### config.mk
export PLATFORM = sky130hd
export DESIGN_NAME = codec_reg_bridge
export DESIGN_NICKNAME = d
export VERILOG_FILES = /design/src/rtl/crb_pkg.sv /design/src/rtl/crb_gpio_shadow.sv /design/src/rtl/crb_frame_timer.sv /design/src/rtl/crb_ctrl.sv /design/src/rtl/codec_reg_bridge.sv
export SDC_FILE = /design/constraint.sdc
export NUM_CORES = 1
export LEC_CHECK = 0
export BUFFER_PORTS_ARGS = -buffer_cell sky130_fd_sc_hd__buf_2
export CAP_MARGIN = 20
export CORE_ASPECT_RATIO = 0.7
export CORE_MARGIN = 5
export CORE_UTILIZATION = 43
export DETAILED_ROUTE_END_ITERATION = 12
export PLACE_DENSITY = 0.82
export RECOVER_POWER = 25
export SLEW_MARGIN = 20
export SYNTH_ARGS = -nofsm -noshare
export SYNTH_HDL_FRONTEND = slang
export SYNTH_SLANG_ARGS = --single-unit
### constraint.sdc
create_clock -name clk -period 2.2 [get_ports clk]
set_input_delay 0.11 -clock clk [delete_from_list [all_inputs] [get_ports clk]]
set_output_delay 0.11 -clock clk [all_outputs]
set_load 0.02 [all_outputs]
### src/rtl/crb_pkg.sv
package crb_pkg;

    localparam int HOST_AW  = 8;
    localparam int CODEC_AW = 7;
    localparam int DATA_W   = 16;

    localparam logic [CODEC_AW-1:0] GPIO_CODEC_ADDR = 7'h54;
    localparam logic [DATA_W-1:0]   TIMEOUT_DATA    = {DATA_W{1'b1}};

    typedef enum logic [1:0] {
        ST_IDLE = 2'd0,
        ST_SEND = 2'd1,
        ST_WAIT = 2'd2
    } ctl_state_e;

    typedef struct packed {
        logic                is_read;
        logic [CODEC_AW-1:0] addr;
        logic [DATA_W-1:0]   data;
    } link_cmd_t;

    // Word-aligned host byte address -> 16-bit codec register address.
    function automatic logic [CODEC_AW-1:0] host_to_codec(input logic [HOST_AW-1:0] a);
        return CODEC_AW'((a >> 2) << 1);
    endfunction

    function automatic logic is_shadowed(input logic [CODEC_AW-1:0] caddr);
        return caddr == GPIO_CODEC_ADDR;
    endfunction

endpackage

### src/rtl/crb_gpio_shadow.sv
module crb_gpio_shadow
    import crb_pkg::*;
#(
    parameter logic [DATA_W-1:0] RESET_VAL = '0
) (
    input  logic              clk,
    input  logic              rst,
    input  logic              frame_valid,
    input  logic [DATA_W-1:0] gpio_in,
    output logic [DATA_W-1:0] shadow_q
);

    always_ff @(posedge clk) begin
        if (rst) begin
            shadow_q <= RESET_VAL;
        end else if (frame_valid) begin
            shadow_q <= gpio_in;
        end
    end

    AST_SHADOW_TRACKS: assert property (@(posedge clk) disable iff (rst)
        frame_valid |=> shadow_q == $past(gpio_in));

endmodule

### src/rtl/crb_frame_timer.sv
module crb_frame_timer #(
    parameter int LIMIT = 8
) (
    input  logic clk,
    input  logic rst,
    input  logic run,
    input  logic frame_tick,
    output logic expire
);

    localparam int CNT_W = (LIMIT > 1) ? $clog2(LIMIT) : 1;

    logic [CNT_W-1:0] cnt;

    always_ff @(posedge clk) begin
        if (rst || !run) begin
            cnt <= '0;
        end else if (frame_tick && !expire) begin
            cnt <= cnt + 1'b1;
        end
    end

    assign expire = run && frame_tick && (cnt == CNT_W'(LIMIT - 1));

    AST_TIMER_BOUNDED: assert property (@(posedge clk) disable iff (rst)
        int'(cnt) < LIMIT);

endmodule

### src/rtl/crb_ctrl.sv
module crb_ctrl
    import crb_pkg::*;
(
    input  logic                clk,
    input  logic                rst,
    input  logic                req_valid,
    input  logic                req_write,
    input  logic [HOST_AW-1:0]  req_addr,
    input  logic [DATA_W-1:0]   req_wdata,
    output logic                req_ready,
    output logic [DATA_W-1:0]   rsp_rdata,
    output logic                rsp_err,
    input  logic [DATA_W-1:0]   shadow,
    output logic                tx_valid,
    output link_cmd_t           tx_cmd,
    input  logic                tx_taken,
    input  logic                rx_frame_valid,
    input  logic                rx_status_valid,
    input  logic [CODEC_AW-1:0] rx_status_addr,
    input  logic [DATA_W-1:0]   rx_status_data,
    output logic                timer_run,
    input  logic                timer_expire
);

    ctl_state_e          state, state_n;
    link_cmd_t           cmd_q;
    logic [CODEC_AW-1:0] req_caddr;
    logic                local_read;
    logic                status_hit;

    assign req_caddr  = host_to_codec(req_addr);
    assign local_read = req_valid && !req_write && is_shadowed(req_caddr);
    assign status_hit = (state == ST_WAIT) && rx_frame_valid && rx_status_valid
                        && (rx_status_addr == cmd_q.addr);

    always_comb begin
        state_n   = state;
        req_ready = 1'b0;
        rsp_rdata = '0;
        rsp_err   = 1'b0;
        unique case (state)
            ST_IDLE: begin
                if (local_read) begin
                    req_ready = 1'b1;
                    rsp_rdata = shadow;
                end else if (req_valid) begin
                    state_n = ST_SEND;
                end
            end
            ST_SEND: begin
                if (tx_taken) begin
                    if (cmd_q.is_read) begin
                        state_n = ST_WAIT;
                    end else begin
                        req_ready = 1'b1;
                        state_n   = ST_IDLE;
                    end
                end
            end
            ST_WAIT: begin
                if (status_hit) begin
                    req_ready = 1'b1;
                    rsp_rdata = rx_status_data;
                    state_n   = ST_IDLE;
                end else if (timer_expire) begin
                    req_ready = 1'b1;
                    rsp_rdata = TIMEOUT_DATA;
                    rsp_err   = 1'b1;
                    state_n   = ST_IDLE;
                end
            end
            default: state_n = ST_IDLE;
        endcase
    end

    always_ff @(posedge clk) begin
        if (rst) begin
            state <= ST_IDLE;
            cmd_q <= '0;
        end else begin
            state <= state_n;
            if (state == ST_IDLE && req_valid && !local_read) begin
                cmd_q.is_read <= !req_write;
                cmd_q.addr    <= req_caddr;
                cmd_q.data    <= req_write ? req_wdata : '0;
            end
        end
    end

    assign tx_valid  = (state == ST_SEND);
    assign tx_cmd    = cmd_q;
    assign timer_run = (state == ST_WAIT);

    AST_CMD_HELD: assert property (@(posedge clk) disable iff (rst)
        tx_valid && !tx_taken |=> tx_valid && $stable(tx_cmd));

    AST_NO_READY_PENDING: assert property (@(posedge clk) disable iff (rst)
        tx_valid && !tx_taken |-> !req_ready);

    AST_GPIO_LOCAL: assert property (@(posedge clk) disable iff (rst)
        (state == ST_IDLE) && local_read |=> !tx_valid);

    AST_READ_ZERO_DATA: assert property (@(posedge clk) disable iff (rst)
        tx_valid && tx_cmd.is_read |-> tx_cmd.data == '0);

    AST_WRITE_NO_ERR: assert property (@(posedge clk) disable iff (rst)
        req_ready && req_write |-> !rsp_err);

endmodule

### src/rtl/codec_reg_bridge.sv
module codec_reg_bridge
    import crb_pkg::*;
#(
    parameter int                TIMEOUT_FRAMES = 8,
    parameter logic [DATA_W-1:0] SHADOW_RESET   = '0
) (
    input  logic                clk,
    input  logic                rst,
    input  logic                req_valid,
    input  logic                req_write,
    input  logic [HOST_AW-1:0]  req_addr,
    input  logic [DATA_W-1:0]   req_wdata,
    output logic                req_ready,
    output logic [DATA_W-1:0]   rsp_rdata,
    output logic                rsp_err,
    output logic                tx_cmd_valid,
    output logic                tx_cmd_read,
    output logic [CODEC_AW-1:0] tx_cmd_addr,
    output logic [DATA_W-1:0]   tx_cmd_data,
    input  logic                tx_cmd_taken,
    input  logic                rx_frame_valid,
    input  logic                rx_status_valid,
    input  logic [CODEC_AW-1:0] rx_status_addr,
    input  logic [DATA_W-1:0]   rx_status_data,
    input  logic [DATA_W-1:0]   rx_gpio_data
);

    logic [DATA_W-1:0] shadow;
    link_cmd_t         cmd;
    logic              timer_run;
    logic              timer_expire;

    crb_gpio_shadow #(.RESET_VAL(SHADOW_RESET)) u_shadow (
        .clk         (clk),
        .rst         (rst),
        .frame_valid (rx_frame_valid),
        .gpio_in     (rx_gpio_data),
        .shadow_q    (shadow)
    );

    crb_frame_timer #(.LIMIT(TIMEOUT_FRAMES)) u_timer (
        .clk        (clk),
        .rst        (rst),
        .run        (timer_run),
        .frame_tick (rx_frame_valid),
        .expire     (timer_expire)
    );

    crb_ctrl u_ctrl (
        .clk             (clk),
        .rst             (rst),
        .req_valid       (req_valid),
        .req_write       (req_write),
        .req_addr        (req_addr),
        .req_wdata       (req_wdata),
        .req_ready       (req_ready),
        .rsp_rdata       (rsp_rdata),
        .rsp_err         (rsp_err),
        .shadow          (shadow),
        .tx_valid        (tx_cmd_valid),
        .tx_cmd          (cmd),
        .tx_taken        (tx_cmd_taken),
        .rx_frame_valid  (rx_frame_valid),
        .rx_status_valid (rx_status_valid),
        .rx_status_addr  (rx_status_addr),
        .rx_status_data  (rx_status_data),
        .timer_run       (timer_run),
        .timer_expire    (timer_expire)
    );

    assign tx_cmd_read = cmd.is_read;
    assign tx_cmd_addr = cmd.addr;
    assign tx_cmd_data = cmd.data;

endmodule

### Yosys cells after proc, flatten, opt, wreduce, memory -nomap -nowiden

Index checks and enable logic that the tools add are counted.
Widths: inputs -> output; s select.

| storage, ports and cells | value |
|---|---|
| input port bits | 70 |
| bits in registers | 44 |
| latch bits | 0 |
| output and inout port bits | 43 |
| bits in writable memories | 0 |
| memories kept | 0 |
| ROM bits | 0 |

| operators by class | value |
|---|---|
| reduce and logical (&&, ||, !) cells | 16 |
| div/mod/pow operators | 0 |
| bitwise gates (word level) | 0 |
| mux-type cells | 20 |
| magnitude comparators | 0 |
| multipliers | 0 |
| equal/unequal tests | 9 |
| add/sub/neg operators | 1 |
| shifts and indexed selects | 0 |

Operator list:

| kind | count |
|---|---|
| $mux 16 | 4 |
| $pmux 16 s2 | 1 |
| $mux 2 | 6 |
| $logic_and 1x1->1 | 9 |
| $eq 7x7->1 | 1 |
| $mux 1 | 7 |
| $eq 6x6->1 const B | 1 |
| $pmux 2 s3 | 1 |
| $logic_not 1->1 | 4 |
| $ne 2x2->1 const B | 2 |
| $reduce_and 4->1 | 1 |
| $add 3x1->3 const B | 1 |
| $eq 3x3->1 const B | 1 |
| $ne 3x2->1 const B | 1 |
| $pmux 1 s3 | 1 |
| $eq 2x1->1 const B | 1 |
| $eq 2x2->1 const B | 1 |
| $logic_not 2->1 | 1 |
| $ne 2x1->1 const B | 1 |
| $logic_or 1x1->1 | 1 |

### Logic depth before layout (Yosys ltp)

Gate-level depths: netlist (run 1).

| logic depth | value |
|---|---|
| depth after elaboration | 6 |
| mapped depth | 8 |
| mapped depth without buffers | 6 |

### Modules after synthesis

A second synthesis (run 1) with hierarchy kept.

| unflattened totals | value |
|---|---|
| cell total of the unflattened synthesis | 220 |
| area total of the unflattened synthesis | 2,043.2 sq um |

By module, submodules not included:

| module | instances | seq. area each (sq um) | area an instance (sq um) | cells each |
|---|---|---|---|---|
| crb_ctrl | 1 | 500.5 | 1,310.0 | 154 |
| crb_gpio_shadow | 1 | 320.3 | 580.6 | 52 |
| crb_frame_timer | 1 | 60.1 | 152.6 | 14 |

### Least setup slack after synthesis (run 1)

OpenSTA, ideal clock, no wires.

| timing | value |
|---|---|
| path type | register -> output |
| start point | register u_ctrl.cmd_q, in the netlist u_ctrl.tx_cmd[17] |
| end point | output rsp_rdata[10] |
| cell stages (with the launch flop) | 7 |
| data arrival time | 1.876 ns |
| setup slack | 0.214 ns |
| path through | dfxtp_1 -> xnor2_1 -> nand4_1 -> nor4_4 -> nor2_4 -> buf_6 -> a221o_1 |

| between the ends | value |
|---|---|
| longest elaborated chain between the ends | 4 |

RTL lines:

| element | line | RTL |
|---|---|---|
| start, declared | crb_ctrl.sv:26 | `link_cmd_t cmd_q;` |
| $eq 7x7->1 | crb_ctrl.sv:34 | `&& (rx_status_addr == cmd_q.addr);` |
| $logic_and 1x1->1 | crb_ctrl.sv:34 |  |
| $mux 16 | crb_ctrl.sv:61 | `if (status_hit) begin` |
| $pmux 16 s2 | crb_ctrl.sv:41 | `unique case (state)` |
| end, declared | codec_reg_bridge.sv:14 | `output logic [DATA_W-1:0] rsp_rdata,` |

No other way between the ends.

### Worst setup path in the final report (run 1)

| timing | value |
|---|---|
| start point | register u_ctrl.cmd_q, in the netlist u_ctrl.tx_cmd[17] |
| end point | output rsp_rdata[12] |

Same word-level chain as after synthesis.

==> results of run 1 <==
[state kept, by name, indices dropped and copies added (netlist names)]
name,count
u_timer.cnt,3
u_shadow.shadow_q,16
u_ctrl.tx_cmd,23
u_ctrl.state,2
[cell families after synthesis]
kind of cell	after synthesis	share of synthesized area [%]
compound gates	43	15.7
flops	44	44.8
mux	18	9.17
xor+xnor	7	3.12
buf+inv	19	4.52
fa+ha+maj	2	1.27
other cells	1	0.191
simple gates	85	21.2
[layout by cell type, fill, tap and decap left out, drive strengths merged]
master and n:
buf 111, dfxtp 44, nand2 31, a21oi 23
nor2 20, nand3 18, mux2i 18, a221o 16
clkbuf 14, xnor2 5, nor3 5, nor2b 3
nor4bb 2, xor2 2, nand2b 2, ha 2
nand4 1, and2b 1, nand4b 1, nor4 1
inv 1, a311oi 1, and3 1, a2bb2oi 1
a221oi 1, a211oi 1, conb 1
[routing by layer]
metal	global-route usage, %	routed length, µm	up-vias
li1	-	-	990
met1	21.9	2440	916
met2	29.6	2560	57
met3	5.53	387	5
met4	4.95	40	0
met5	0	0	-
[power groups by stage]
| stage | Sequential (W) | Clock [W] | Combinational [W] |
|---|---|---|---|
| 5_1_grt | 0.000868 | 0.000571 | 0.000280 |
| 4_1_cts | 0.000861 | 0.000525 | 0.000254 |
| 2_1_floorplan | 0.000900 | 0 | 0.000124 |
| 3_5_place_dp | 0.000879 | 0 | 0.000254 |
| 6_report | 0.000862 | 0.000509 | 0.000252 |
| 3_3_place_gp | 0.000879 | 0 | 0.000247 |
[layout make-up]
class,count,area share [%]
multi-input combinational,157,38.0
sequential,44,33.1
timing repair buffer,117,22.8
clock buffer,8,3.37
tap,55,2.57
inverter,1,0.140
[path summary, 6_finish.rpt]
check | startpoint | to | slack [ns] | depth (start not counted)
setup reg to reg | u_ctrl.tx_cmd[17] | u_ctrl.state[1] | 0.48 | 7
hold reg to reg | u_ctrl.tx_cmd[6] | u_ctrl.tx_cmd[6] | 0.45 | 2
hold / removal | rx_gpio_data[0] | u_shadow.shadow_q[0] | 0.05 | 3
setup / recovery | u_ctrl.tx_cmd[17] | rsp_rdata[12] | 0.11 | 7
[critical path: cells and delay by family (launching register included)]
kind	cells	cell delay, ns
xor+xnor	1	0.13
compound gates	1	0.28
simple gates	3	0.58
flops	1	0.37
buf+inv	2	0.33
[through the flow]
step	hold WS, ns	worst slack (ns)	setup TNS (ns)	total power (W)	area, µm²
after floorplan	0.246	0.214	0	0.00102	1970
after global placement	0.343	0.383	0	0.00113	2540
after detailed placement	0.352	0.320	0	0.00113	2540
after CTS	0.0455	0.00250	0	0.00164	2660
after global routing	0.0590	-0.000790	-0.00152	0.00172	2670
final	0.0522	0.109	0	0.00162	2670
[what timing repair did]
item | 4_1_cts | 5_1_grt
pin swaps | 2 | 5
gates cloned | 1 | 0
setup buffers | 2 | 0
endpoints found under the hold margin | 0 | 0
setup endpoints to repair | 4 | 17
resized for setup | 2 | 7
==> impl_metrics.tcl, run 1 <==
set metrics [dict create \
    synth_common_cells "44 x dfxtp_1, 31 x nand2_1, 23 x a21oi_1" \
    tightest_slew_ns 1.91 \
    gr-usage-all-layers_pct 17.6 \
    gp_congestion 0.775 \
    port_buffers 109 \
    cts_root_buf "clkbuf_8" \
    syn_area_per_cell_um2 8.98 \
    timing.fmax_ghz 0.478 \
    async_flop_share_pct 0 \
    seq_power_share_pct 53.1 \
    synth_nets 291 \
    synth_edf_count 0 \
    fin_crit_ns 2.09 \
    multi_input_area_um2 1020 \
    cts_sinks 44 \
    p_int_w 0.00120 \
    clock_skew_ns 0.00183 \
    cp-start-kind "flip-flop" \
    coreArea_um2 4380 \
    ant_nets 0 \
    fillers 402 \
    setup_viol 0 \
    initialDrtViolationCount 71 \
    cts_made_buffers 5 \
    synth.most_common_cell "dfxtp_1" \
    fin_cells 382 \
    path_cells "xnor2_1 > nand4_1 > nor4_4 > buf_6 > nor2_4 > a221o_1 > buf_2" \
    dp_hpwl_um 4040 \
    arrival_ns 1.98 \
    leakage_nw 1.30 \
    ff_latch_area_um2 885 \
    combPwrFrac_pct 15.5 \
    grt_pass1_vias 1913 \
    start_util_pct 44.9 \
    swShare_pct 25.7 \
    wl_um 5430 \
    yosys.area.top_type_share_pct 44.8 \
    n_antenna_cell 0 \
    synthCells 219 \
    switching_power_w 0.000417 \
    ctsHtreeMaxLevel 2 \
    pwr-share-clk_pct 31.3 \
    yosysSeqAreaShare_pct 44.8 \
    critPathMaxStageDelay_ns 0.37 \
    antenna_found_initial 0 \
    clk_path_buf_depth 2 \
    drc 0 \
    synth_ff_type "dfxtp_1" \
    p_per_area_nw_per_um2 607 \
    worstPathRequired_ns 2.09 \
    routed_via_density 5.15 \
    grt_start_max_net_pins 45 \
    ir_drop_mv 0.400 \
    violations "max-capacitance violations, max-slew violations" \
    clkTransAtPathRegs_ns 0.08 \
    fin_nets 398 \
    cts_hold_buf 0 \
    die_x_um 90.8 \
    drive_gt1_share_pct 38.5 \
    overflow 0 \
    hold_viol_final 0 \
    syn_area_um2 1970 \
    hold_path.class "input pin to flip-flop" \
    critPathKind "flip-flop to output port" \
    syn2layout_area_growth_pct 36.0 \
    drv_cap 1 \
    ios 113 \
    slew_headroom_pct -27.5 \
    ys_top_cells_by_area "dfxtp_1 45%, mux2i_1 9.2%, a221o_1 8.1%" \
    yosysWarningCount 0 \
    finalCoreUtilization_pct 61.0 \
    dp.cells 371 \
    status "finished, violations left" \
    fp-row-count 20 \
    cp_slowest_cell "dfxtp_1" \
    die_h_um 66.6 \
    synth_area_leader_cell "dfxtp_1" \
    dr.pass1.iters 4 \
    slew_viol_final 45 \
    grt_pass1_wl_um 8740 \
    cts_tree "built" \
    ys_types 32 \
    wl_per_cell_um 14.2 \
    period_share_pct 95.0 \
    cp_max_fo 9 \
    insertion_delay_ns 0.29 \
    worst_setup_path_end_kind "output port" \
    vias 1968 \
    synth-seq-cells 44 \
    design.die.area_um2 6040 \
]
(Power assumes the default switching activity.)
==> run 2, diff against run 1 <==
- HOLD_SLACK_MARGIN: not set -> 0.15
==> run 2 against run 1 <==
- the flow now finishes without violations
- highest routed layer unchanged
- clock skew rose by 0.0025 ns
- clock power rose by 1%
- register-to-register slack got worse by 0.06 ns
- non-clock buffer count rose by 44
- critical endpoint unchanged
- largest power group unchanged
- die area did not move
- critical path depth rose by 1
- routed wire length rose by 27%
- combinational power rose by 29%
- fmax fell by 3.7%
- core utilization rose by 12 points
- critical path type is now input pin to output port
==> impl_metrics.tcl, run 2 (synthesized netlist as in run 1, its figures left out) <==
set metrics [dict create \
    cts_made_buffers 5 \
    fin_cells 426 \
    grt_setup_unrepaired "true" \
    hold_path.class "input pin to flip-flop" \
    port_buffers 109 \
    grt_pass1_vias 2136 \
    slew_viol_final 0 \
    status "finished clean" \
    wl_um 6880 \
    r2r_cells 8 \
    period_share_pct 98.7 \
    layout_commonest_cell "buf_2" \
    insertion_delay_ns 0.29 \
    p_per_area_nw_per_um2 536 \
    cts_tree "built" \
    ctsHtreeMaxLevel 2 \
    cts_root_buf "clkbuf_8" \
    ant_nets 0 \
    syn2layout_area_growth_pct 61.8 \
    dp_hpwl_um 4040 \
    ios 113 \
    mostFrequentLayoutCells "99 x buf_2, 40 x dlygate4sd3_1, 39 x dfxtp_1, 30 x nand2_1, 23 x a21oi_1" \
    gr-usage-all-layers_pct 21.0 \
    drc 0 \
    grt_start_max_net_pins 45 \
    fp-row-count 20 \
    die_h_um 66.6 \
    drive_gt1_share_pct 37.7 \
    overflow 0 \
    holdPathEnd "u_ctrl.state[1]" \
    r2r_setup_slack_ns 0.42 \
    placed_cell_area_um2 2540 \
    slew_headroom_pct 44.4 \
    critPathKind "input pin to output port" \
    clk_path_buf_depth 2 \
    largest_reg_flops 23 \
    dr.pass1.iters 4 \
    cp-start-kind "input pin" \
    gp_congestion 0.775 \
    tns_ns 0 \
    drv_cap 0 \
    hold_viol_final 0 \
    clkTransAtPathRegs_ns 0.07 \
    fin_crit_ns 2.17 \
    worstPathRequired_ns 2.09 \
    die_x_um 90.8 \
    cp_max_fo 4 \
    timing.rr.end "u_ctrl.state[1]" \
    min_from "tx_cmd_taken" \
    wl_per_cell_um 16.1 \
    tightest_slew_ns 0.835 \
    n_antenna_cell 0 \
    design.die.area_um2 6040 \
    setup_viol 0 \
    coreArea_um2 4380 \
    worst_setup_path_end_kind "output port" \
    antenna_found_initial 0 \
    hold_slack_ns 0.199 \
    vias 2244 \
    ir_drop_mv 0.412 \
    fin_nets 442 \
    timing.fmax_ghz 0.461 \
    grt_pass1_wl_um 10300 \
    start_util_pct 44.9 \
    cts_sinks 44 \
    clock_skew_ns 0.00430 \
    arrival_ns 2.06 \
    routed_via_density 5.27 \
    initialDrtViolationCount 100 \
    worstHoldPathCells 3 \
    leakage_nw 1.52 \
    finalCoreUtilization_pct 72.6 \
    stdcell_area_um2 3180 \
    r2r_start "u_ctrl.tx_cmd[17]" \
    dp.cells 371 \
]
-- run 2: worst max-delay path, stage by stage --
cell and delay [ns]:
dlygate4sd3_1 0.54, buf_2 0.15, nor4bb_4 0.32, nand2_2 0.14
nor3_4 0.28, buf_4 0.19, a221o_1 0.16, buf_2 0.17
-- run 2: layout make-up --
cell class	instances	area, µm²
Clock buffer	8	90.1
Sequential cell	44	890
Fill cell	324	1200
Multi-Input combinational cell	157	1050
Tap cell	55	68.8
Timing Repair Buffer	161	1080
Inverter	1	3.75
-- run 2: report_power, final --
| group | switching (W) | internal (W) |
|---|---|---|
| clock | 0.000259 | 0.000256 |
| sequential | 0.0000268 | 0.000836 |
| combinational | 0.000160 | 0.000165 |
| total | 0.000446 | 0.00126 |
-- run 2: how the worst max path moves through the flow --
stage / slack, ns / cells past startpoint / endpoint / from
final: 0.03 / 8 / rsp_rdata[12] / req_addr[4]
after global routing: -0.07 / 8 / rsp_rdata[11] / req_addr[4]
after CTS: 0.002 / 7 / rsp_rdata[11] / u_ctrl.state[0]
after detailed placement: 0.32 / 6 / rsp_rdata[12] / u_ctrl.tx_cmd[17]
after global placement: 0.38 / 6 / rsp_rdata[8] / u_ctrl.tx_cmd[19]
after floorplan: 0.21 / 6 / rsp_rdata[10] / u_ctrl.tx_cmd[17]
-- run 2: repair_timing --
action / in CTS / in global routing
setup endpoints to repair: 4 / 18
hold buffers: 40 / 0
gates resized for setup: 2 / 30
gates cloned: 1 / 2
pin swaps: 2 / 10
setup buffers: 2 / 2
endpoints found under the hold margin: 39 / 0
-- run 2: per-layer routing --
layer  vias up  track usage, %  wire [µm]
li1       1077               -          -
met1      1081            24.7       2860
met2        75            36.8       3520
met3        11            5.87        383
met4         0            7.69        110
met5         -               0          0
-- run 2: metrics by stage --
step / setup slack [ns] / power (W)
CTS: 0.00250 / 0.00170
detailed placement: 0.320 / 0.00113
global route: -0.0712 / 0.00179
floorplan: 0.214 / 0.00102
finish: 0.0290 / 0.00170
global placement: 0.383 / 0.00113
==> run 3, diff against run 2 <==
- clock period: 2.2 -> 2.4 ns (I/O delays scaled with it)
==> run 3 against run 2 <==
- via count is 4.1% lower
- power shrank 9.6%
- highest routed layer unchanged
- clock-buffer cell count decreased by 2
- critical path type is now flip-flop to output port
- cell area fell by 5.1%
- clock skew rose by 0.0027 ns
- largest power group unchanged
- die area is the same
- final cell count is 1.9% lower
- critical path depth fell by 2
- worst hold slack better by 0.054 ns
- sequential share of layout area increased by 1.2 points
- routed wire length shrank 9.3%
==> impl_metrics.tcl, run 3 (synthesized netlist as in run 1, its figures left out) <==
set metrics [dict create \
    status "finished clean" \
    cts_root_buf "clkbuf_8" \
    ctsHtreeMaxLevel 2 \
    layout_commonest_cell "buf_2" \
    stdcell_area_um2 3020 \
    hold_viol_final 0 \
    n_antenna_cell 0 \
    p_int_w 0.00114 \
    cp_slowest_cell "nor4_4" \
    seq_power_share_pct 51.4 \
    drc 0 \
    vias 2153 \
    timing.fmax_ghz 0.454 \
    routed_via_density 5.15 \
    die_x_um 90.8 \
    drive_gt1_share_pct 32.8 \
    overflow 0 \
    topRoutingLayerUsed "met4" \
    finalCoreUtilization_pct 68.9 \
    fin_crit_ns 2.20 \
    critPathMaxStageDelay_ns 0.46 \
    cp-start-kind "flip-flop" \
    cts_tree "built" \
    design.die.area_um2 6040 \
    worst_setup_path_end_kind "output port" \
    mostFrequentLayoutCells "103 x buf_2, 44 x dfxtp_1, 40 x dlygate4sd3_1, 31 x nand2_1, 23 x a21oi_1" \
    grt_setup_unrepaired "false" \
    switching_power_w 0.000400 \
    clkTransAtPathRegs_ns 0.08 \
    arrival_ns 2.08 \
    ant_nets 0 \
    dp_hpwl_um 4050 \
    placed_cell_area_um2 2530 \
    setup_viol 0 \
    cts_made_buffers 5 \
    critPathKind "flip-flop to output port" \
    p_per_area_nw_per_um2 510 \
    gr-usage-all-layers_pct 20.9 \
    ff_latch_area_um2 881 \
    coreArea_um2 4380 \
    wl_met3_um 415 \
    ir_drop_mv 0.315 \
    ios 113 \
    multi_input_area_um2 996 \
    grt_pass1_wl_um 10300 \
    worstPathRequired_ns 2.28 \
    initialDrtViolationCount 108 \
    tightest_slew_ns 0.843 \
    period_share_pct 91.8 \
    antenna_found_initial 0 \
    slew_headroom_pct 43.8 \
    wl_um 6240 \
    tns_ns 0 \
    pwr-share-clk_pct 30.0 \
    dr.pass1.iters 4 \
    fin_nets 434 \
    slew_viol_final 0 \
    clk_path_buf_depth 2 \
    path_cells "xnor2_1 > nand4_1 > nor4_4 > buf_4 > a221o_1 > buf_2" \
    wl_met2_um 3230 \
    fillers 350 \
    clock_skew_ns 0.00702 \
    start_util_pct 44.9 \
    die_h_um 66.6 \
    grt_start_max_net_pins 45 \
    syn2layout_area_growth_pct 53.5 \
    drv_cap 0 \
    hold_path.class "input pin to flip-flop" \
    fp-row-count 20 \
    wl_per_cell_um 14.9 \
    r2r_setup_slack_ns 0.83 \
    largest_reg_flops 23 \
    insertion_delay_ns 0.29 \
    cp_max_fo 16 \
    port_buffers 109 \
    combPwrFrac_pct 18.6 \
    gp_congestion 0.776 \
    wl_met1_um 2570 \
    cts_sinks 44 \
    swShare_pct 26.0 \
    leakage_nw 1.45 \
    grt_pass1_vias 2155 \
]
run 3: metal layers:
metal,vias up,global-route usage [%]
met2,79,38.6
met5,-,0
met4,0,4.40
li1,1063,-
met3,4,5.76
met1,1007,24.6
run 3: worst max-delay path, delay by kind of cell (launching register included):
kind	cells	cell delay, ns
AOI/OAI and AO/OA	1	0.18
and+or+nand+nor	2	0.62
DFF	1	0.38
xor gates and xnor gates	1	0.14
buffers and inverters	2	0.46
run 3: area by class of cell:
class / count / share of cell area [%]
Inverter: 1 / 0.124
Multi-Input combinational cell: 156 / 33.0
Clock inverter: 2 / 0.332
Sequential cell: 44 / 29.2
Clock buffer: 6 / 2.74
Timing Repair Buffer: 154 / 32.3
Tap cell: 55 / 2.28
run 3: metrics by stage:
step	instances	power, W	hold slack [ns]	worst slack [ns]
floorplan	219	0.000939	0.256	0.404
global placement	370	0.00103	0.352	0.571
detailed placement	370	0.00104	0.363	0.533
CTS	418	0.00155	0.240	0.195
global route	418	0.00162	0.257	0.0125
finish	418	0.00154	0.253	0.197
run 3: path summary, 6_finish.rpt:
kind	start	endpoint	cells after the start
hold reg to reg	u_ctrl.tx_cmd[15]	u_ctrl.tx_cmd[15]	2
setup / recovery	u_ctrl.tx_cmd[18]	rsp_rdata[14]	6
hold / removal	req_write	u_ctrl.tx_cmd[15]	3
setup reg to reg	u_ctrl.tx_cmd[18]	u_ctrl.state[1]	5
run 3: power groups by stage:
stage / sequential, W / clock (W) / combinational, W
2_1_floorplan: 0.000825 / 0 / 0.000113
3_3_place_gp: 0.000805 / 0 / 0.000226
3_5_place_dp: 0.000807 / 0 / 0.000232
4_1_cts: 0.000790 / 0.000473 / 0.000284
5_1_grt: 0.000796 / 0.000507 / 0.000312
6_report: 0.000791 / 0.000463 / 0.000286
run 3: what timing repair did:
action	4_1_cts	5_1_grt
endpoints found under the setup margin	0	0
setup buffers	0	0
endpoints found under the hold margin	39	0
hold buffers	40	0
gates resized for setup	0	0
